### config.mk
export PLATFORM = sky130hd
export DESIGN_NAME = tx_slot_engine
export DESIGN_NICKNAME = d
export VERILOG_FILES = /design/src/rtl/tx_slot_pkg.sv /design/src/rtl/tx_frame_model.sv /design/src/rtl/tx_slot_seq.sv /design/src/rtl/tx_slot_regs.sv /design/src/rtl/tx_slot_engine.sv
export SDC_FILE = /design/constraint.sdc
export NUM_CORES = 1
export LEC_CHECK = 0
export BUFFER_PORTS_ARGS = -buffer_cell sky130_fd_sc_hd__buf_4
export CAP_MARGIN = 10
export CORE_AREA = 2 2 178 180
export DETAILED_ROUTE_END_ITERATION = 16
export DIE_AREA = 0 0 180 182
export PLACE_DENSITY = 0.77
export SETUP_SLACK_MARGIN = 0.05
export SYNTH_ARGS = -nofsm -noshare
export SYNTH_HDL_FRONTEND = slang
export SYNTH_HIERARCHICAL = 1
export SYNTH_SLANG_ARGS = --single-unit
### constraint.sdc
create_clock -name clk_i -period 9 [get_ports clk_i]
set_input_delay 1.35 -clock clk_i [delete_from_list [all_inputs] [get_ports clk_i]]
set_output_delay 1.35 -clock clk_i [all_outputs]
set_load 0.01 [all_outputs]
### src/rtl/tx_slot_pkg.sv
package tx_slot_pkg;
  localparam int NUM_SLOTS = 4;
  localparam int SLOT_W    = $clog2(NUM_SLOTS);
  localparam int LEN_W     = 13;
  localparam int THR_W     = 6;
  localparam int THR_LSB   = 16;
  localparam int COLL_LSB  = 24;
  localparam int OWN_BIT   = 13;
  localparam int UNDER_BIT = 14;
  localparam int OK_BIT    = 15;
  localparam int ABORT_BIT = 30;
  localparam int CNT_W     = LEN_W + 1;

  localparam logic [5:0] STAT_BASE = 6'h00;
  localparam logic [5:0] ADDR_BASE = 6'h10;
  localparam logic [5:0] CTRL_ADDR = 6'h20;

  typedef struct packed {
    logic       underrun;
    logic       abort;
    logic [3:0] coll;
  } tx_result_t;
endpackage

### src/rtl/tx_frame_model.sv
module tx_frame_model
  import tx_slot_pkg::*;
#(
  parameter int FILL_BPC = 16,
  parameter int SEND_BPC = 4
) (
  input  logic             clk_i,
  input  logic             rst_ni,
  input  logic             flush_i,
  input  logic             start_i,
  input  logic [LEN_W-1:0] len_i,
  input  logic [THR_W-1:0] thr_i,
  input  tx_result_t       inj_i,
  output logic             own_o,
  output logic             done_o,
  output tx_result_t       res_o,
  output logic             busy_o
);
  localparam logic [CNT_W-1:0] FILL_STEP = CNT_W'(FILL_BPC);
  localparam logic [CNT_W-1:0] SEND_STEP = CNT_W'(SEND_BPC);

  logic             run_q, filled_q, sending_q;
  logic [CNT_W-1:0] fill_q, sent_q, len_q, early_q;
  logic             thr_zero_q;
  tx_result_t       res_q;

  logic [CNT_W-1:0] fill_sum, fill_nx, sent_sum, sent_nx;

  always_comb begin
    fill_sum = fill_q + FILL_STEP;
    fill_nx  = (fill_sum > len_q) ? len_q : fill_sum;
    sent_sum = sent_q + SEND_STEP;
    sent_nx  = (sent_sum > fill_q) ? fill_q : sent_sum;
  end

  assign own_o  = run_q && !filled_q && (fill_nx == len_q);
  assign done_o = run_q && sending_q && (sent_nx == len_q);
  assign res_o  = res_q;
  assign busy_o = sending_q;

  always_ff @(posedge clk_i or negedge rst_ni) begin
    if (!rst_ni) begin
      run_q <= 1'b0; filled_q <= 1'b0; sending_q <= 1'b0;
      fill_q <= '0; sent_q <= '0; len_q <= '0; early_q <= '0;
      thr_zero_q <= 1'b1; res_q <= '0;
    end else if (flush_i) begin
      run_q <= 1'b0; filled_q <= 1'b0; sending_q <= 1'b0;
      fill_q <= '0; sent_q <= '0;
    end else if (start_i) begin
      run_q      <= 1'b1;
      filled_q   <= 1'b0;
      sending_q  <= 1'b0;
      fill_q     <= '0;
      sent_q     <= '0;
      len_q      <= CNT_W'(len_i);
      early_q    <= CNT_W'({thr_i, 5'b0});
      thr_zero_q <= (thr_i == '0);
      res_q      <= inj_i;
    end else if (run_q) begin
      fill_q <= fill_nx;
      if (own_o) filled_q <= 1'b1;
      if (!sending_q && ((fill_nx == len_q) || (!thr_zero_q && fill_nx >= early_q)))
        sending_q <= 1'b1;
      if (sending_q) sent_q <= sent_nx;
      if (done_o) begin
        run_q     <= 1'b0;
        sending_q <= 1'b0;
      end
    end
  end

  a_r5_sent_le_fill: assert property (@(posedge clk_i) disable iff (!rst_ni)
    sent_q <= fill_q);
  a_r4_done_after_fill: assert property (@(posedge clk_i) disable iff (!rst_ni)
    done_o |-> filled_q);
  a_r5_busy_needs_run: assert property (@(posedge clk_i) disable iff (!rst_ni)
    busy_o |-> run_q);
endmodule

### src/rtl/tx_slot_seq.sv
module tx_slot_seq
  import tx_slot_pkg::*;
(
  input  logic                 clk_i,
  input  logic                 rst_ni,
  input  logic                 flush_i,
  input  logic [NUM_SLOTS-1:0] queue_i,
  input  logic                 done_i,
  input  logic                 done_ok_i,
  output logic [NUM_SLOTS-1:0] pending_o,
  output logic [SLOT_W-1:0]    ptr_o,
  output logic                 start_o,
  output logic                 ok_irq_o,
  output logic                 err_irq_o
);
  logic [NUM_SLOTS-1:0] pending_q;
  logic [SLOT_W-1:0]    ptr_q;
  logic                 active_q;

  assign start_o   = !active_q && pending_q[ptr_q] && !flush_i;
  assign pending_o = pending_q;
  assign ptr_o     = ptr_q;

  always_ff @(posedge clk_i or negedge rst_ni) begin
    if (!rst_ni) begin
      pending_q <= '0; ptr_q <= '0; active_q <= 1'b0;
      ok_irq_o <= 1'b0; err_irq_o <= 1'b0;
    end else if (flush_i) begin
      pending_q <= '0; ptr_q <= '0; active_q <= 1'b0;
      ok_irq_o <= 1'b0; err_irq_o <= 1'b0;
    end else begin
      ok_irq_o  <= done_i && done_ok_i;
      err_irq_o <= done_i && !done_ok_i;
      for (int i = 0; i < NUM_SLOTS; i++) begin
        if (queue_i[i]) pending_q[i] <= 1'b1;
      end
      if (start_o) active_q <= 1'b1;
      if (done_i) begin
        pending_q[ptr_q] <= 1'b0;
        ptr_q            <= ptr_q + 1'b1;
        active_q         <= 1'b0;
      end
    end
  end

  a_r12_irq_exclusive: assert property (@(posedge clk_i) disable iff (!rst_ni)
    !(ok_irq_o && err_irq_o));
  a_r12_irq_single: assert property (@(posedge clk_i) disable iff (!rst_ni)
    (ok_irq_o || err_irq_o) |=> !(ok_irq_o || err_irq_o));
  a_r9_done_in_turn: assert property (@(posedge clk_i) disable iff (!rst_ni)
    done_i |-> (active_q && pending_q[ptr_q]));
  a_r9_ptr_step: assert property (@(posedge clk_i) disable iff (!rst_ni)
    (done_i && !flush_i) |=> ptr_q == $past(ptr_q) + 1'b1);
  a_r11_flush_clears: assert property (@(posedge clk_i) disable iff (!rst_ni)
    flush_i |=> (pending_q == '0 && ptr_q == '0 && !active_q));
endmodule

### src/rtl/tx_slot_regs.sv
module tx_slot_regs
  import tx_slot_pkg::*;
(
  input  logic                 clk_i,
  input  logic                 rst_ni,
  input  logic                 we_i,
  input  logic [5:0]           addr_i,
  input  logic [31:0]          wdata_i,
  output logic [31:0]          rdata_o,
  input  logic [NUM_SLOTS-1:0] pending_i,
  input  logic [SLOT_W-1:0]    ptr_i,
  input  logic                 own_i,
  input  logic                 done_i,
  input  tx_result_t           res_i,
  output logic [NUM_SLOTS-1:0] queue_o,
  output logic                 flush_o,
  output logic [LEN_W-1:0]     len_o,
  output logic [THR_W-1:0]     thr_o
);
  logic [31:0] stat_q [NUM_SLOTS];
  logic [31:0] addr_q [NUM_SLOTS];
  logic [SLOT_W-1:0] sel;
  logic stat_hit, addr_hit;

  assign sel      = addr_i[2+:SLOT_W];
  assign stat_hit = addr_i[5:4] == STAT_BASE[5:4];
  assign addr_hit = addr_i[5:4] == ADDR_BASE[5:4];
  assign flush_o  = we_i && (addr_i == CTRL_ADDR) && wdata_i[0];

  assign len_o = stat_q[ptr_i][LEN_W-1:0];
  assign thr_o = stat_q[ptr_i][THR_LSB+:THR_W];

  always_comb begin
    rdata_o = '0;
    if (stat_hit)      rdata_o = stat_q[sel];
    else if (addr_hit) rdata_o = addr_q[sel];
  end

  for (genvar g = 0; g < NUM_SLOTS; g++) begin : g_slot
    logic wr_stat, wr_addr, is_cur;
    assign wr_stat    = we_i && stat_hit && (sel == SLOT_W'(g)) && !pending_i[g];
    assign wr_addr    = we_i && addr_hit && (sel == SLOT_W'(g));
    assign is_cur     = ptr_i == SLOT_W'(g);
    assign queue_o[g] = wr_stat && !flush_o;

    always_ff @(posedge clk_i or negedge rst_ni) begin
      if (!rst_ni) begin
        stat_q[g] <= '0;
        addr_q[g] <= '0;
      end else begin
        if (wr_addr) addr_q[g] <= wdata_i;
        if (flush_o) begin
          stat_q[g] <= '0;
        end else if (wr_stat) begin
          stat_q[g] <= '0;
          stat_q[g][LEN_W-1:0]       <= wdata_i[LEN_W-1:0];
          stat_q[g][THR_LSB+:THR_W]  <= wdata_i[THR_LSB+:THR_W];
        end else if (is_cur) begin
          if (own_i) stat_q[g][OWN_BIT] <= 1'b1;
          if (done_i) begin
            stat_q[g][ABORT_BIT]       <= res_i.abort;
            stat_q[g][UNDER_BIT]       <= !res_i.abort && res_i.underrun;
            stat_q[g][OK_BIT]          <= !res_i.abort && !res_i.underrun;
            stat_q[g][COLL_LSB+:4]     <= res_i.coll;
          end
        end
      end
    end

    a_r10_pending_write_ignored: assert property (@(posedge clk_i) disable iff (!rst_ni)
      (we_i && stat_hit && sel == SLOT_W'(g) && pending_i[g] && !flush_o && !(is_cur && (own_i || done_i)))
        |=> stat_q[g] == $past(stat_q[g]));
  end

  a_r4_own_before_result: assert property (@(posedge clk_i) disable iff (!rst_ni)
    done_i |-> stat_q[ptr_i][OWN_BIT]);
endmodule

### src/rtl/tx_slot_engine.sv
module tx_slot_engine
  import tx_slot_pkg::*;
#(
  parameter int FILL_BPC = 16,
  parameter int SEND_BPC = 4
) (
  input  logic        clk_i,
  input  logic        rst_ni,
  input  logic        bus_we_i,
  input  logic [5:0]  bus_addr_i,
  input  logic [31:0] bus_wdata_i,
  output logic [31:0] bus_rdata_o,
  input  logic        inj_underrun_i,
  input  logic        inj_abort_i,
  input  logic [3:0]  inj_coll_i,
  output logic        tx_busy_o,
  output logic        tx_ok_irq_o,
  output logic        tx_err_irq_o
);
  logic [NUM_SLOTS-1:0] queue, pending;
  logic [SLOT_W-1:0]    ptr;
  logic                 flush, start, own, done;
  logic [LEN_W-1:0]     len;
  logic [THR_W-1:0]     thr;
  tx_result_t           inj, res;

  assign inj = '{underrun: inj_underrun_i, abort: inj_abort_i, coll: inj_coll_i};

  tx_slot_regs u_regs (
    .clk_i, .rst_ni,
    .we_i(bus_we_i), .addr_i(bus_addr_i), .wdata_i(bus_wdata_i), .rdata_o(bus_rdata_o),
    .pending_i(pending), .ptr_i(ptr), .own_i(own), .done_i(done), .res_i(res),
    .queue_o(queue), .flush_o(flush), .len_o(len), .thr_o(thr)
  );

  tx_slot_seq u_seq (
    .clk_i, .rst_ni, .flush_i(flush), .queue_i(queue),
    .done_i(done), .done_ok_i(!res.abort && !res.underrun),
    .pending_o(pending), .ptr_o(ptr), .start_o(start),
    .ok_irq_o(tx_ok_irq_o), .err_irq_o(tx_err_irq_o)
  );

  tx_frame_model #(.FILL_BPC(FILL_BPC), .SEND_BPC(SEND_BPC)) u_model (
    .clk_i, .rst_ni, .flush_i(flush), .start_i(start),
    .len_i(len), .thr_i(thr), .inj_i(inj),
    .own_o(own), .done_o(done), .res_o(res), .busy_o(tx_busy_o)
  );

  a_r11_flush_idles_wire: assert property (@(posedge clk_i) disable iff (!rst_ni)
    flush |=> !tx_busy_o);
endmodule

Word-level counts from Yosys, hierarchy flattened
Cells that the tools add are included.

word-level totals
  flip-flop bits (word level) = 322
  bits of input ports = 47
  word-level logic and storage cells = 242

operators by class
  add/subtract/negate cells = 3
  $lt $le $gt $ge = 7
  equal/unequal tests = 10
  mux-type cells = 101
  bitwise logic cells = 5
  reductions and logical operators = 84

operators with widths
  cell                     count
  $mux W32                 10
  $bmux W32 S2             3
  $mux W14                 9
  $mux W13                 4
  $reduce_bool A3 Y1       16
  $mux W22                 2
  $mux W4                  11
  $mux W1                  41
  $logic_and A1 B1 Y1      33
  $mux W8                  4
  $eq A14 B13 Y1           2
  $mux W3                  8
  $reduce_and A2 Y1        12
  $add A14 B3 Y14 const B  1
  $add A14 B5 Y14 const B  1
  $ge A14 B11 Y1           1
  $gt A14 B13 Y1           1
  $gt A14 B14 Y1           1
  $mux W2                  7
  $logic_not A1 Y1         12
  $reduce_bool A2 Y1       5
  $eq A2 B2 Y1 const B     4
  $eq A2 B1 Y1 const B     3
  $eq A6 B6 Y1 const B     1
  other kinds (14)         18

Depth between registers and ports, before layout
  depth in word-level cells = 12
  gate-level depth with buffers = 20
  gate-level depth less buffers = 19

Hierarchy
Netlist, hierarchy kept.

modules (own cells, without submodules)
  module          times used  cells an instance  area each (um2)
  tx_slot_regs    1           910                11959.0
  tx_frame_model  1           521                4371.7
  tx_slot_seq     1           35                 425.4
  tx_slot_engine  1           1                  3.8

Worst setup path after synthesis
Ideal clock, no wire load.

  path type = flip-flop to flip-flop
  start point = reg u_model.sent_q[4]
  end point = reg u_regs/stat_q[122] in the netlist's numbering
  library setup time = 0.128 ns
  arrival = 4.394 ns
  slack = 4.478 ns
  stages on the path, launching flop included = 20
  buffers on the path = 3
  clock period less this slack = 4.522 ns
  cells stage by stage = dfrtp_1 clkbuf_1 nand4_1 or2_1 nor3_1 xor2_1 ha_1 nand4_1 or2_4 o31a_1 a21oi_2 buf_6 mux2i_2 xnor2_1 nor4_1 and3_1 nor3b_1 buf_1 mux2i_1 nor3_1

on the way
  cells in the longest elaborated chain, start to end = 7

ends and longest elaborated chain
  element                           RTL line              RTL
  start, declared                   tx_frame_model.sv:23  logic [CNT_W-1:0] fill_q, sent_q, len_q, early_q;
  start signal, assigned            tx_frame_model.sv:64  if (sending_q) sent_q <= sent_nx;
  $add A14 B3 Y14 (*)               tx_frame_model.sv:32  sent_sum = sent_q + SEND_STEP;
  $gt A14 B14 Y1                    tx_frame_model.sv:33  sent_nx = (sent_sum > fill_q) ? fill_q : sent_sum;
  $mux W14 (*)                      tx_frame_model.sv:33
  $eq A14 B13 Y1 (*)                tx_frame_model.sv:37  assign done_o = run_q && sending_q && (sent_nx == len_q);
  $logic_and A1 B1 Y1 (*)           tx_frame_model.sv:37
  via done                          tx_slot_engine.sv:22  logic flush, start, own, done;
  $reduce_bool A3 Y1 (no line) (*)  --
  $reduce_and A2 Y1 (no line) (*)   --
  end signal, assigned by index     tx_slot_regs.sv:56    stat_q[g][LEN_W-1:0] <= wdata_i[LEN_W-1:0];
  end signal, assigned by index     tx_slot_regs.sv:57    stat_q[g][THR_LSB+:THR_W] <= wdata_i[THR_LSB+:THR_W];
  end signal, assigned by index     tx_slot_regs.sv:61    stat_q[g][ABORT_BIT] <= res_i.abort;
  end, declared                     tx_slot_regs.sv:20    logic [31:0] stat_q [NUM_SLOTS];

Mark *: on every way through the listed nets, which the timed path passes. The rest lies on a longest branch.
A chain may end at the register's enable or synchronous reset.

Worst setup path in the final report
  start point = reg u_model.sent_q[4]
  end point = reg u_regs/stat_q[27] in the netlist's numbering

The elaborated chain is that of the path after synthesis.

==> qor.yml <==
outcome:
  status: "finished, final reports clean"
min_path:
  whs_path_depth: 1
  min_to: "u_regs/addr_q[58]$_DFFE_PN0P_"
  hold_path.class: "register to register"
  hold_start: "u_regs/addr_q[58]$_DFFE_PN0P_"
route:
  drc: 0
  vias_per_cell: 6.54
  dr.max_layer_used: "met4"
  dr.first_iter.drc_count: 1446
  dr.pass1.iters: 6
  met2_wirelength_um: 20500
  wl_um: 42700
  drt-met1-wl_um: 18100
  dr_wl_met3_um: 3150
  num_vias: 12500
  wl_per_cell_um: 22.3
  drtAntennaViolNets: 0
clocking:
  clk-insertion-delay-late_ns: 0.51
  cts_hold_buffers: 0
  path_clk_slew_ns: 0.06
  cts_resized: 0
  cts-root-buf: "clkbuf_16"
  post_cts_buffers: 0
  clock_path_buffers: 3
  htreeDepth: 2
  cts_buffers: 34
  clock-sinks: 302
  cts_tree: "yes"
power:
  pwr-share-comb: 0.416
  seq_power_share: 0.364
  powerDensity_nw_per_um2: 319
  swShare: 0.387
  p_int_mw: 3.63
  p_leak_nw: 8.01
  p_switching_mw: 2.29
  ir_worst_vdd_mv: 0.186
  p_clk_frac: 0.220
yosys:
  synth-edff-count: 0
  syn-cell-area_um2: 16800
  synthArstFlopShare: 1.00
  syn_inst: 1467
  ys_types: 75
  synth-seq-cells: 302
  ys_seq_area_frac: 0.451
  synth_fp_nets: 1553
  syn_area_per_cell_um2: 11.4
  yosysWarnings: 6
  yosys_most_used_dff: "dfrtp_1"
timing:
  max_freq_mhz: 168
  fin_setup_tns_ns: 0
  setup_viol: 0
  slew_violations: 0
  timing.final.ws_setup_ns: 3.04
  final_hold_viol_count: 0
  whs_ns: 0.489
  max_slew_margin: 0.195
  clock-skew-final_ns: 0.0142
  period_minus_slack_ns: 5.96
  tightest_slew_ns: 1.21
  final.period_utilization: 0.662
  rsz0062_at_grt: "no"
setup_path:
  start_kind: "register"
  end_kind: "register"
  slowest_delay_ns: 0.91
  critPathRequiredTime_ns: 9.37
  r2r_slack_ns: 3.04
  crit_path_cell_trace: "nand4_1 > or2_1 > nor3_1 > xor2_1 > ha_1 > nand4_1 > or2_4 > o31a_1 > a21oi_2 > mux2i_1 > xnor2_1 > nor4_1 > and3_1 > nand3_1 > mux2i_1 > nor3_1"
  slowest_stage: "a21oi_2"
  critPathArrivalTime_ns: 6.32
  r2r_cells: 16
  rr_endpoint: "u_regs/stat_q[27]$_DFFE_PN0P_"
  worst-path-max-fanout: 21
  path_class: "register to register"
  r2r_start: "u_model/sent_q[4]$_DFFE_PN0P_"
placement:
  routabilityCongestion: 0.891
  dp_slack_ns: 3.20
  dp_hpwl_um: 26600
  port_buffers: 81
global_routing:
  grt_pass1_vias: 12600
  grtUsageTotal: 0.261
  gr-total-overflow: 0
  antenna_found_initial: 0
  grt_start_max_net_pins: 185
  grt_pass1_wl_um: 69000
floorplan:
  die_h_um: 182
  core_area_um2: 31000
  die_area_um2: 32800
  boundaryPins: 82
  dieWidth_um: 180
  initial_core_util: 0.541
  num_rows: 65
final_layout:
  area_delta_synth_final_pct: 10.7
  drive_gt1_frac: 0.259
  diodes: 0
  nets: 1578
job:
  drv_cap: 0
## logic make-up (layout without fill, tap and decap cells)
logic type / count (synthesis) / count (layout) / synth area share
xor+xnor: 34 / 34 / 0.0178
mux: 284 / 284 / 0.246
fa+ha+maj: 39 / 39 / 0.0291
buf+inv: 153 / 198 / 0.0425
simple gates: 367 / 367 / 0.113
flops: 302 / 302 / 0.451
compound gates: 288 / 288 / 0.101
## through the flow
| stage | utilization | total power, mW | std cells | instance area [µm²] |
|---|---|---|---|---|
| floorplan | - | 3.89 | 1467 | 16800 |
| global placement | 0.566 | 4.48 | 1858 | 17500 |
| detailed placement | 0.566 | 4.57 | 1858 | 17500 |
| CTS | 0.599 | 5.89 | 1914 | 18600 |
| global route | 0.599 | 6.28 | 1914 | 18600 |
| finish | 0.599 | 5.91 | 1914 | 18600 |
## worst max path at each step
| stage | from | end | slack, ns |
|---|---|---|---|
| detailed placement | u_model/sent_q[4]$_DFFE_PN0P_ | u_regs/stat_q[89]$_DFFE_PN0P_ | 3.20 |
| CTS | u_model/sent_q[4]$_DFFE_PN0P_ | u_regs/stat_q[27]$_DFFE_PN0P_ | 3.19 |
| finish | u_model/sent_q[4]$_DFFE_PN0P_ | u_regs/stat_q[27]$_DFFE_PN0P_ | 3.04 |
| floorplan | u_model/sent_q[4]$_DFFE_PN0P_ | u_regs/stat_q[122]$_DFFE_PN0P_ | 4.48 |
| global placement | u_model/sent_q[4]$_DFFE_PN0P_ | u_regs/stat_q[25]$_DFFE_PN0P_ | 3.40 |
| global route | u_model/sent_q[4]$_DFFE_PN0P_ | u_regs/stat_q[88]$_DFFE_PN0P_ | 2.62 |
## cell type report
| class | count | area (µm²) |
|---|---|---|
| fill | 2426 | 12400 |
| multi-input combinational | 1012 | 8550 |
| sequential | 302 | 7560 |
| clock buffer | 48 | 965 |
| timing repair buffer | 100 | 771 |
| tap | 402 | 503 |
| inverter | 42 | 158 |
| clock inverter | 8 | 53.8 |
## registers in the layout (all words and copies together), names as in the netlist
signal              cells
u_model/run_q           1
u_regs/addr_q         128
u_seq/ok_irq_o          1
u_model/thr_zero_q      1
u_model/early_q         6
u_seq/active_q          1
u_model/res_o           6
u_model/fill_q         14
u_model/busy_o          1
u_seq/err_irq_o         1
u_regs/stat_q         108
u_model/filled_q        1
u_seq/pending_o         4
u_seq/ptr_o             2
u_model/sent_q         14
u_model/len_q          13
## worst max-delay path, delay by kind of cell (launching register included)
| family | cells | cell delay, ns |
|---|---|---|
| simple gates | 9 | 2.64 |
| fa+ha+maj | 1 | 0.22 |
| flops | 1 | 0.46 |
| compound gates | 2 | 1.32 |
| mux | 2 | 0.75 |
| xor+xnor | 2 | 0.43 |
## Yosys cell counts, drive strengths merged, types with 2 or more instances
library cell  number  area, µm²
a211oi            28        210
a21oi             38        194
a311oi             2       17.5
a31oi              7       43.8
and2               2       12.5
and3               3       18.8
and3b              3       28.8
and4               4       35.0
buf               55        342
clkbuf            56        213
dfrtp            301       7530
ha                39        488
inv               42        158
mux2             136       1640
mux2i             69        694
mux4              79       1780
nand2             50        188
nand2b             5       31.3
nand3             88        440
nand3b             5       37.5
nand4             11       68.8
nor2              99        379
nor2b             10       62.6
nor3              52        318
nor3b              7       67.6
nor4              12       81.3
o211a              3       30.0
o211ai             9       67.6
o21a               6       45.0
o21ai            170        862
o221ai             2       17.5
o22ai              4       25.0
o311ai             2       17.5
o31a               4       35.0
o31ai              6       58.8
or2                6       40.0
or3                3       18.8
or3b               3       28.8
or4b               2       20.0
xnor2             27        236
xor2               7       61.3
## placed cells by master, fill, tap and decap left out, drive strengths merged, types with 27 or more instances in the layout
cell,synthesis,final
a21oi,38,38
nor3,52,52
buf,55,100
nand2,50,50
nor2,99,99
dfrtp,301,301
a211oi,28,28
ha,39,39
xnor2,27,27
mux4,79,79
nand3,88,88
mux2,136,136
o21ai,170,170
clkbuf,56,48
inv,42,43
mux2i,69,69
## per-layer routing
metal	vias to the layer above	track usage
li1	5468	-
met1	6365	0.368
met2	623	0.424
met3	70	0.0357
met4	0	0.0846
met5	-	0
## power groups by stage
stage | clock [mW] | sequential [mW] | combinational, mW
2_1_floorplan | 0 | 2.01 | 1.89
3_3_place_gp | 0 | 2.13 | 2.35
3_5_place_dp | 0 | 2.16 | 2.41
4_1_cts | 1.32 | 2.14 | 2.43
5_1_grt | 1.38 | 2.20 | 2.70
6_report | 1.30 | 2.15 | 2.46
No activity file was read; power rests on OpenSTA's default activity.
